$ cat config.mk
export PLATFORM = sky130hd
export DESIGN_NAME = irq_state_bank
export DESIGN_NICKNAME = d
export VERILOG_FILES = /design/src/rtl/nvb_pkg.sv /design/src/rtl/irq_bank_decode.sv /design/src/rtl/irq_bank_edge.sv /design/src/rtl/irq_bank_rdmux.sv /design/src/rtl/irq_state_bank.sv
export SDC_FILE = /design/constraint.sdc
export NUM_CORES = 1
export LEC_CHECK = 0
export BUFFER_PORTS_ARGS = -buffer_cell sky130_fd_sc_hd__buf_4
export CAP_MARGIN = 20
export CORE_AREA = 3 3 201 203
export DETAILED_ROUTE_END_ITERATION = 7
export DIE_AREA = 0 0 204 206
export GPL_TIMING_DRIVEN = 1
export PLACE_DENSITY_LB_ADDON = 0.12
export SLEW_MARGIN = 20
export SYNTH_ARGS = -nofsm -noshare
export SYNTH_HDL_FRONTEND = slang
export SYNTH_SLANG_ARGS = --single-unit
$ cat constraint.sdc
create_clock -name clk_i -period 2.65 [get_ports clk_i]
set_input_delay 0.265 -clock clk_i [delete_from_list [all_inputs] [get_ports clk_i]]
set_output_delay 0.265 -clock clk_i [all_outputs]
set_load 0.05 [all_outputs]
$ cat src/rtl/nvb_pkg.sv
package nvb_pkg;

    localparam int WORD_W = 32;
    localparam int WIN_W  = 3;

    typedef enum logic [WIN_W-1:0] {
        WIN_SET_EN = 3'd0,
        WIN_CLR_EN = 3'd1,
        WIN_SET_PD = 3'd2,
        WIN_CLR_PD = 3'd3,
        WIN_ACTIVE = 3'd4
    } win_e;

endpackage

$ cat src/rtl/irq_bank_decode.sv
module irq_bank_decode import nvb_pkg::*; #(
    parameter int NUM_LINES = 82,
    parameter int WSEL_W    = 2
) (
    input  logic                 wr_i,
    input  logic [WIN_W-1:0]     win_i,
    input  logic [WSEL_W-1:0]    word_i,
    input  logic [WORD_W-1:0]    wdata_i,
    output logic [NUM_LINES-1:0] en_set_o,
    output logic [NUM_LINES-1:0] en_clr_o,
    output logic [NUM_LINES-1:0] pd_set_o,
    output logic [NUM_LINES-1:0] pd_clr_o
);

    // One strobe per line per window; lines past NUM_LINES have no decoder.
    for (genvar i = 0; i < NUM_LINES; i++) begin : g_line
        localparam int WI = i / WORD_W;
        localparam int BI = i % WORD_W;
        logic hit;
        assign hit         = wr_i && (int'(word_i) == WI) && wdata_i[BI];
        assign en_set_o[i] = hit && (win_i == WIN_SET_EN);
        assign en_clr_o[i] = hit && (win_i == WIN_CLR_EN);
        assign pd_set_o[i] = hit && (win_i == WIN_SET_PD);
        assign pd_clr_o[i] = hit && (win_i == WIN_CLR_PD);
    end

endmodule

$ cat src/rtl/irq_bank_edge.sv
module irq_bank_edge #(
    parameter int NUM_LINES = 82
) (
    input  logic                 clk_i,
    input  logic                 rst_ni,
    input  logic [NUM_LINES-1:0] req_i,
    output logic [NUM_LINES-1:0] rise_o
);

    logic [NUM_LINES-1:0] req_d, req_q;

    always_comb begin
        req_d = req_i;
    end

    always_ff @(posedge clk_i) begin
        if (!rst_ni) req_q <= '0;
        else         req_q <= req_d;
    end

    assign rise_o = req_i & ~req_q;

endmodule

$ cat src/rtl/irq_bank_rdmux.sv
module irq_bank_rdmux import nvb_pkg::*; #(
    parameter int NUM_LINES = 82,
    parameter int WSEL_W    = 2
) (
    input  logic                 clk_i,
    input  logic                 rst_ni,
    input  logic                 rd_i,
    input  logic [WIN_W-1:0]     win_i,
    input  logic [WSEL_W-1:0]    word_i,
    input  logic [NUM_LINES-1:0] enable_i,
    input  logic [NUM_LINES-1:0] pending_i,
    input  logic [NUM_LINES-1:0] active_i,
    output logic [WORD_W-1:0]    rdata_o
);

    localparam int NUM_WORDS = (NUM_LINES + WORD_W - 1) / WORD_W;
    localparam int PAD_W     = NUM_WORDS * WORD_W;
    localparam int TAIL_W    = NUM_LINES - (NUM_WORDS - 1) * WORD_W;

    typedef struct packed {
        logic [WORD_W-1:0] rdata;
        logic              last;
    } rd_state_t;

    rd_state_t         rd_d, rd_q;
    logic [PAD_W-1:0]  sel_pad;
    logic [WORD_W-1:0] word_val;

    always_comb begin
        sel_pad = '0;
        case (win_i)
            WIN_SET_EN, WIN_CLR_EN: sel_pad[NUM_LINES-1:0] = enable_i;
            WIN_SET_PD, WIN_CLR_PD: sel_pad[NUM_LINES-1:0] = pending_i;
            WIN_ACTIVE:             sel_pad[NUM_LINES-1:0] = active_i;
            default:                sel_pad = '0;
        endcase
        word_val = '0;
        if (int'(word_i) < NUM_WORDS) begin
            word_val = sel_pad[int'(word_i)*WORD_W +: WORD_W];
        end
        rd_d = rd_q;
        if (rd_i) begin
            rd_d.rdata = word_val;
            rd_d.last  = (int'(word_i) == NUM_WORDS - 1);
        end
    end

    always_ff @(posedge clk_i) begin
        if (!rst_ni) rd_q <= '0;
        else         rd_q <= rd_d;
    end

    assign rdata_o = rd_q.rdata;

    AST_TAIL_READS_ZERO: assert property (@(posedge clk_i) disable iff (!rst_ni)
        rd_q.last |-> ((rd_q.rdata >> TAIL_W) == '0));

    AST_RDATA_HOLD: assert property (@(posedge clk_i) disable iff (!rst_ni)
        !rd_i |=> $stable(rdata_o));

endmodule

$ cat src/rtl/irq_state_bank.sv
module irq_state_bank import nvb_pkg::*; #(
    parameter  int NUM_LINES = 82,
    localparam int NUM_WORDS = (NUM_LINES + WORD_W - 1) / WORD_W,
    localparam int WSEL_W    = (NUM_WORDS > 1) ? $clog2(NUM_WORDS + 1) : 1,
    localparam int ADDR_W    = WIN_W + WSEL_W,
    localparam int ID_W      = $clog2(NUM_LINES)
) (
    input  logic                 clk_i,
    input  logic                 rst_ni,
    input  logic [ADDR_W-1:0]    bus_addr_i,
    input  logic [WORD_W-1:0]    bus_wdata_i,
    input  logic                 bus_wr_i,
    input  logic                 bus_rd_i,
    output logic [WORD_W-1:0]    bus_rdata_o,
    input  logic [NUM_LINES-1:0] irq_req_i,
    input  logic                 enter_vld_i,
    input  logic [ID_W-1:0]      enter_id_i,
    input  logic                 exit_vld_i,
    input  logic [ID_W-1:0]      exit_id_i,
    output logic [NUM_LINES-1:0] enable_o,
    output logic [NUM_LINES-1:0] pending_o,
    output logic [NUM_LINES-1:0] ready_o
);

    typedef struct packed {
        logic [NUM_LINES-1:0] enable;
        logic [NUM_LINES-1:0] pending;
        logic [NUM_LINES-1:0] active;
    } line_state_t;

    line_state_t st_d, st_q;

    logic [WIN_W-1:0]     win;
    logic [WSEL_W-1:0]    word;
    logic [NUM_LINES-1:0] en_set, en_clr, pd_set, pd_clr;
    logic [NUM_LINES-1:0] rise, enter_mask, exit_mask;

    assign win  = bus_addr_i[ADDR_W-1 -: WIN_W];
    assign word = bus_addr_i[WSEL_W-1:0];

    irq_bank_decode #(.NUM_LINES(NUM_LINES), .WSEL_W(WSEL_W)) u_decode (
        .wr_i     (bus_wr_i),
        .win_i    (win),
        .word_i   (word),
        .wdata_i  (bus_wdata_i),
        .en_set_o (en_set),
        .en_clr_o (en_clr),
        .pd_set_o (pd_set),
        .pd_clr_o (pd_clr)
    );

    irq_bank_edge #(.NUM_LINES(NUM_LINES)) u_edge (
        .clk_i  (clk_i),
        .rst_ni (rst_ni),
        .req_i  (irq_req_i),
        .rise_o (rise)
    );

    irq_bank_rdmux #(.NUM_LINES(NUM_LINES), .WSEL_W(WSEL_W)) u_rdmux (
        .clk_i     (clk_i),
        .rst_ni    (rst_ni),
        .rd_i      (bus_rd_i),
        .win_i     (win),
        .word_i    (word),
        .enable_i  (st_q.enable),
        .pending_i (st_q.pending),
        .active_i  (st_q.active),
        .rdata_o   (bus_rdata_o)
    );

    // Handler strobes: out-of-range line numbers select nothing.
    always_comb begin
        for (int i = 0; i < NUM_LINES; i++) begin
            enter_mask[i] = enter_vld_i && (int'(enter_id_i) == i);
            exit_mask[i]  = exit_vld_i  && (int'(exit_id_i)  == i);
        end
    end

    always_comb begin
        st_d         = st_q;
        st_d.enable  = (st_q.enable | en_set) & ~en_clr;
        // Clears (software or handler entry) dominate every set source.
        st_d.pending = (st_q.pending | pd_set | rise) & ~pd_clr & ~enter_mask;
        st_d.active  = (st_q.active & ~exit_mask) | enter_mask;
    end

    always_ff @(posedge clk_i) begin
        if (!rst_ni) st_q <= '0;
        else         st_q <= st_d;
    end

    assign enable_o  = st_q.enable;
    assign pending_o = st_q.pending;
    assign ready_o   = st_q.enable & st_q.pending;

    AST_CLEAR_WINS: assert property (@(posedge clk_i) disable iff (!rst_ni)
        (|pd_clr) |=> ((st_q.pending & $past(pd_clr)) == '0));

    AST_ENTRY_MOVES: assert property (@(posedge clk_i) disable iff (!rst_ni)
        (|enter_mask) |=> (((st_q.active & $past(enter_mask)) == $past(enter_mask))
                           && ((st_q.pending & $past(enter_mask)) == '0)));

    AST_EXIT_CLEARS: assert property (@(posedge clk_i) disable iff (!rst_ni)
        ((|exit_mask) && !enter_vld_i) |=> ((st_q.active & $past(exit_mask)) == '0));

    AST_ENABLE_HOLD: assert property (@(posedge clk_i) disable iff (!rst_ni)
        !(bus_wr_i && (win == WIN_SET_EN || win == WIN_CLR_EN)) |=> $stable(st_q.enable));

    AST_ACTIVE_HW_ONLY: assert property (@(posedge clk_i) disable iff (!rst_ni)
        (!enter_vld_i && !exit_vld_i) |=> $stable(st_q.active));

    AST_EDGE_PENDS: assert property (@(posedge clk_i) disable iff (!rst_ni)
        (|(rise & ~pd_clr & ~enter_mask)) |=>
        ((st_q.pending & $past(rise & ~pd_clr & ~enter_mask)) == $past(rise & ~pd_clr & ~enter_mask)));

endmodule

==> run metrics <==
Final setup viols 0; R2R cell count 4; H-tree Lvls 2; CP startpoint kind input port; global placement routability congestion 0.9978; Worst R2R End u_rdmux.rdata_o[6]$_SDFFE_PN0P_; FF+latch count, synth 360; HP Start bus_wdata_i[5]; WL final 69720 um; commonest cells after routing, fill and taps aside 448 x buf_4, 360 x dfxtp_1, 228 x nand2_1; achievable frequency 579.4 MHz; share of layout cells above drive strength 1 0.2334; Vias 17970; Clk Latency, worst-skew pair 0.53 ns; Worst R2R Setup Slack 1.30 ns; Row Count 72; outcome finished clean; fin crit share 0.6513; largest net degree at the start of global routing 165; slew margin rel. 0.2650; io pins 417; Power Density 584.4 nW/um^2; ys async rst share 0; initial antenna violation count 2; clock skew 0.008253 ns; Final min period 1.726 ns; post-synthesis to final-layout area growth 23.19%; final hold vios 0; slowest CP cell or3b_1; drt drc 0; final net count 2613; post-synthesis sequential area ratio 0.3905; hold depth 2; PortBufs 416; mean routed wirelength per cell 23.07 um; IR drop worst, VDD 0.4089 mV; Initial Utilization 0.4775; CP Max Fanout 29; Setup Fix Bufs, Post-CTS 0; Slew @ Worst Pin 1.101 ns; gr usage total 0.3150; Yosys warning total 0; vias in the first global route 16900; Die X 204 um; worst path cell trace buf_4 -> or3b_1 -> o221ai_1 -> nand2_1 -> o31ai_1; Multi-input gate area 8962 sq um; Die Y 206 um; Storage cell area 7207 sq um; DR pass1 iterations 6; CP Capture Type flop; core area 38650 sq um; first-pass GRT wire length 103000 um; RSZ-0062 raised after global routing no; Hold WC Path Type input port to flop; post-synthesis cell count 2229; vias per inst 5.945; Mapped Nets 2368; crit-path leading delay family simple AND/OR/NAND/NOR gates; Die ar. 42020 sq um; CTS tree done; number of clock sinks 360; Syn Area/Cell 8.280 sq um; Syn Std Cell Area 18460 sq um; EDFF count, synth 0; commonest non-fill, non-tap cell in the layout buf_4; dpl hpwl 49670 um; Cell variety after synth 50; Clock transition at path regs 0.06 ns; setup tns final 0 ns; Hold EP enable_o[69]$_SDFF_PN0_; arrival time worst endpoint 2.16 ns; Crit Path Class input port to flop; Req. time, crit path 3.08 ns; CP bufs+invs 1; max_cap viols 0; total CTS buffers 39; ANT nets after route 0; number of fill cells in the layout 3485; final slew viol count 0; r2r startpoint pending_o[38]$_SDFF_PN0_; 1st-iter DRT viols 1758; GR Overflow Total 0; Clk Tree Root Cell clkbuf_16; Min Hold Slack 0.01850 ns; clk buf depth 3; largest stage delay on the critical path 0.81 ns; Leak 8.912 nW; main flop type after synthesis dfxtp_1
==> power breakdown <==
group | internal [mW] | total, mW | switching, mW
clock network | 3.19 | 5.44 | 2.25
registers | 5.61 | 5.80 | 0.194
logic | 0.738 | 2.05 | 1.31
==> metal layers <==
| metal | GRT usage | up-vias | wire length, um |
|---|---|---|---|
| met5 | 0.009524 | - | 71 |
| met4 | 0.1158 | 4 | 2705 |
| met3 | 0.05245 | 175 | 5422 |
| met2 | 0.5265 | 893 | 32900 |
| met1 | 0.4110 | 8685 | 28620 |
| li1 | - | 8210 | - |
==> metrics by stage <==
| step | cells | setup WS (ns) | power [mW] | cell area [sq um] | utilization |
|---|---|---|---|---|---|
| after CTS | 3020 | 0.9728 | 13.30 | 22730 | 0.5882 |
| after global routing | 3021 | 0.8245 | 13.68 | 22730 | 0.5882 |
| after detailed placement | 2862 | 0.4647 | 7.832 | 20570 | 0.5322 |
| final | 3022 | 0.9241 | 13.29 | 22740 | 0.5883 |
| after floorplan | 2229 | 1.093 | 7.221 | 18460 | - |
| after global placement | 2862 | 0.5334 | 7.799 | 20570 | 0.5322 |
==> sequential cells by signal, indices dropped and copies added (netlist names) <==
name,flops
u_edge.req_q,82
u_rdmux.rdata_o,32
pending_o,82
st_q,82
enable_o,82
==> cell usage after synthesis, drive strengths merged, types with 2 or more instances <==
| cell | count | area, sq um |
|---|---|---|
| a311oi | 58 | 508.0 |
| or2 | 17 | 106.4 |
| and3b | 6 | 52.55 |
| o221a | 14 | 157.7 |
| inv | 74 | 277.8 |
| a221o | 15 | 150.1 |
| or3b | 3 | 26.28 |
| nor2b | 78 | 495.5 |
| nand3 | 32 | 160.2 |
| nand3b | 23 | 172.7 |
| a221oi | 54 | 598.1 |
| mux2i | 36 | 360.4 |
| nor3b | 74 | 586.8 |
| o221ai | 18 | 220.2 |
| nand4 | 2 | 12.51 |
| and3 | 19 | 118.9 |
| dfxtp | 360 | 7207 |
| nor2 | 86 | 325.3 |
| buf | 223 | 1598 |
| a31oi | 71 | 444.2 |
| a211oi | 48 | 360.4 |
| clkinv | 2 | 7.510 |
| clkbuf | 115 | 432.9 |
| a21oi | 122 | 610.6 |
| and2 | 169 | 1057 |
| nand2 | 230 | 863.3 |
| nor3 | 4 | 25.02 |
| o31ai | 17 | 172.7 |
| nand2b | 18 | 112.6 |
| o21ai | 234 | 1171 |
==> layout make-up <==
class,count,area share
diodes,2,0.0002201
clock buffers,62,0.05432
clock inverters,7,0.001651
inverters,76,0.01260
multi-input cells,1455,0.3942
flip-flops and latches,360,0.3170
well taps,518,0.02851
repair buffers,542,0.1915
==> logic make-up (layout without fill, tap and decap cells) <==
group / count (synthesis) / count (layout) / synth area share
AO/OA/AOI/OAI: 653 / 653 / 0.2388
flip-flops: 360 / 360 / 0.3905
multiplexers: 36 / 36 / 0.01953
buffers and inverters: 414 / 687 / 0.1255
AND/OR/NAND/NOR: 766 / 766 / 0.2256
other: 0 / 2 / 0
==> timing repair <==
item | in CTS | in global routing
hold endpoints to repair | 89 | 0
resized for setup | 0 | 0
hold buffers | 89 | 0
==> worst max-delay path by stage <==
| stage | from | end | slack (ns) | depth (start not counted) |
|---|---|---|---|---|
| 2_1_floorplan | bus_addr_i[3] | u_rdmux.rdata_o[7]$_SDFFE_PN0P_ | 1.09 | 8 |
| 3_3_place_gp | bus_addr_i[4] | u_rdmux.rdata_o[5]$_SDFFE_PN0P_ | 0.53 | 5 |
| 3_5_place_dp | bus_addr_i[4] | u_rdmux.rdata_o[6]$_SDFFE_PN0P_ | 0.46 | 5 |
| 4_1_cts | bus_addr_i[4] | u_rdmux.rdata_o[5]$_SDFFE_PN0P_ | 0.97 | 5 |
| 5_1_grt | bus_addr_i[4] | u_rdmux.rdata_o[5]$_SDFFE_PN0P_ | 0.82 | 5 |
| 6_report | bus_addr_i[4] | u_rdmux.rdata_o[6]$_SDFFE_PN0P_ | 0.92 | 5 |
Power figures use the tool's default switching activity.
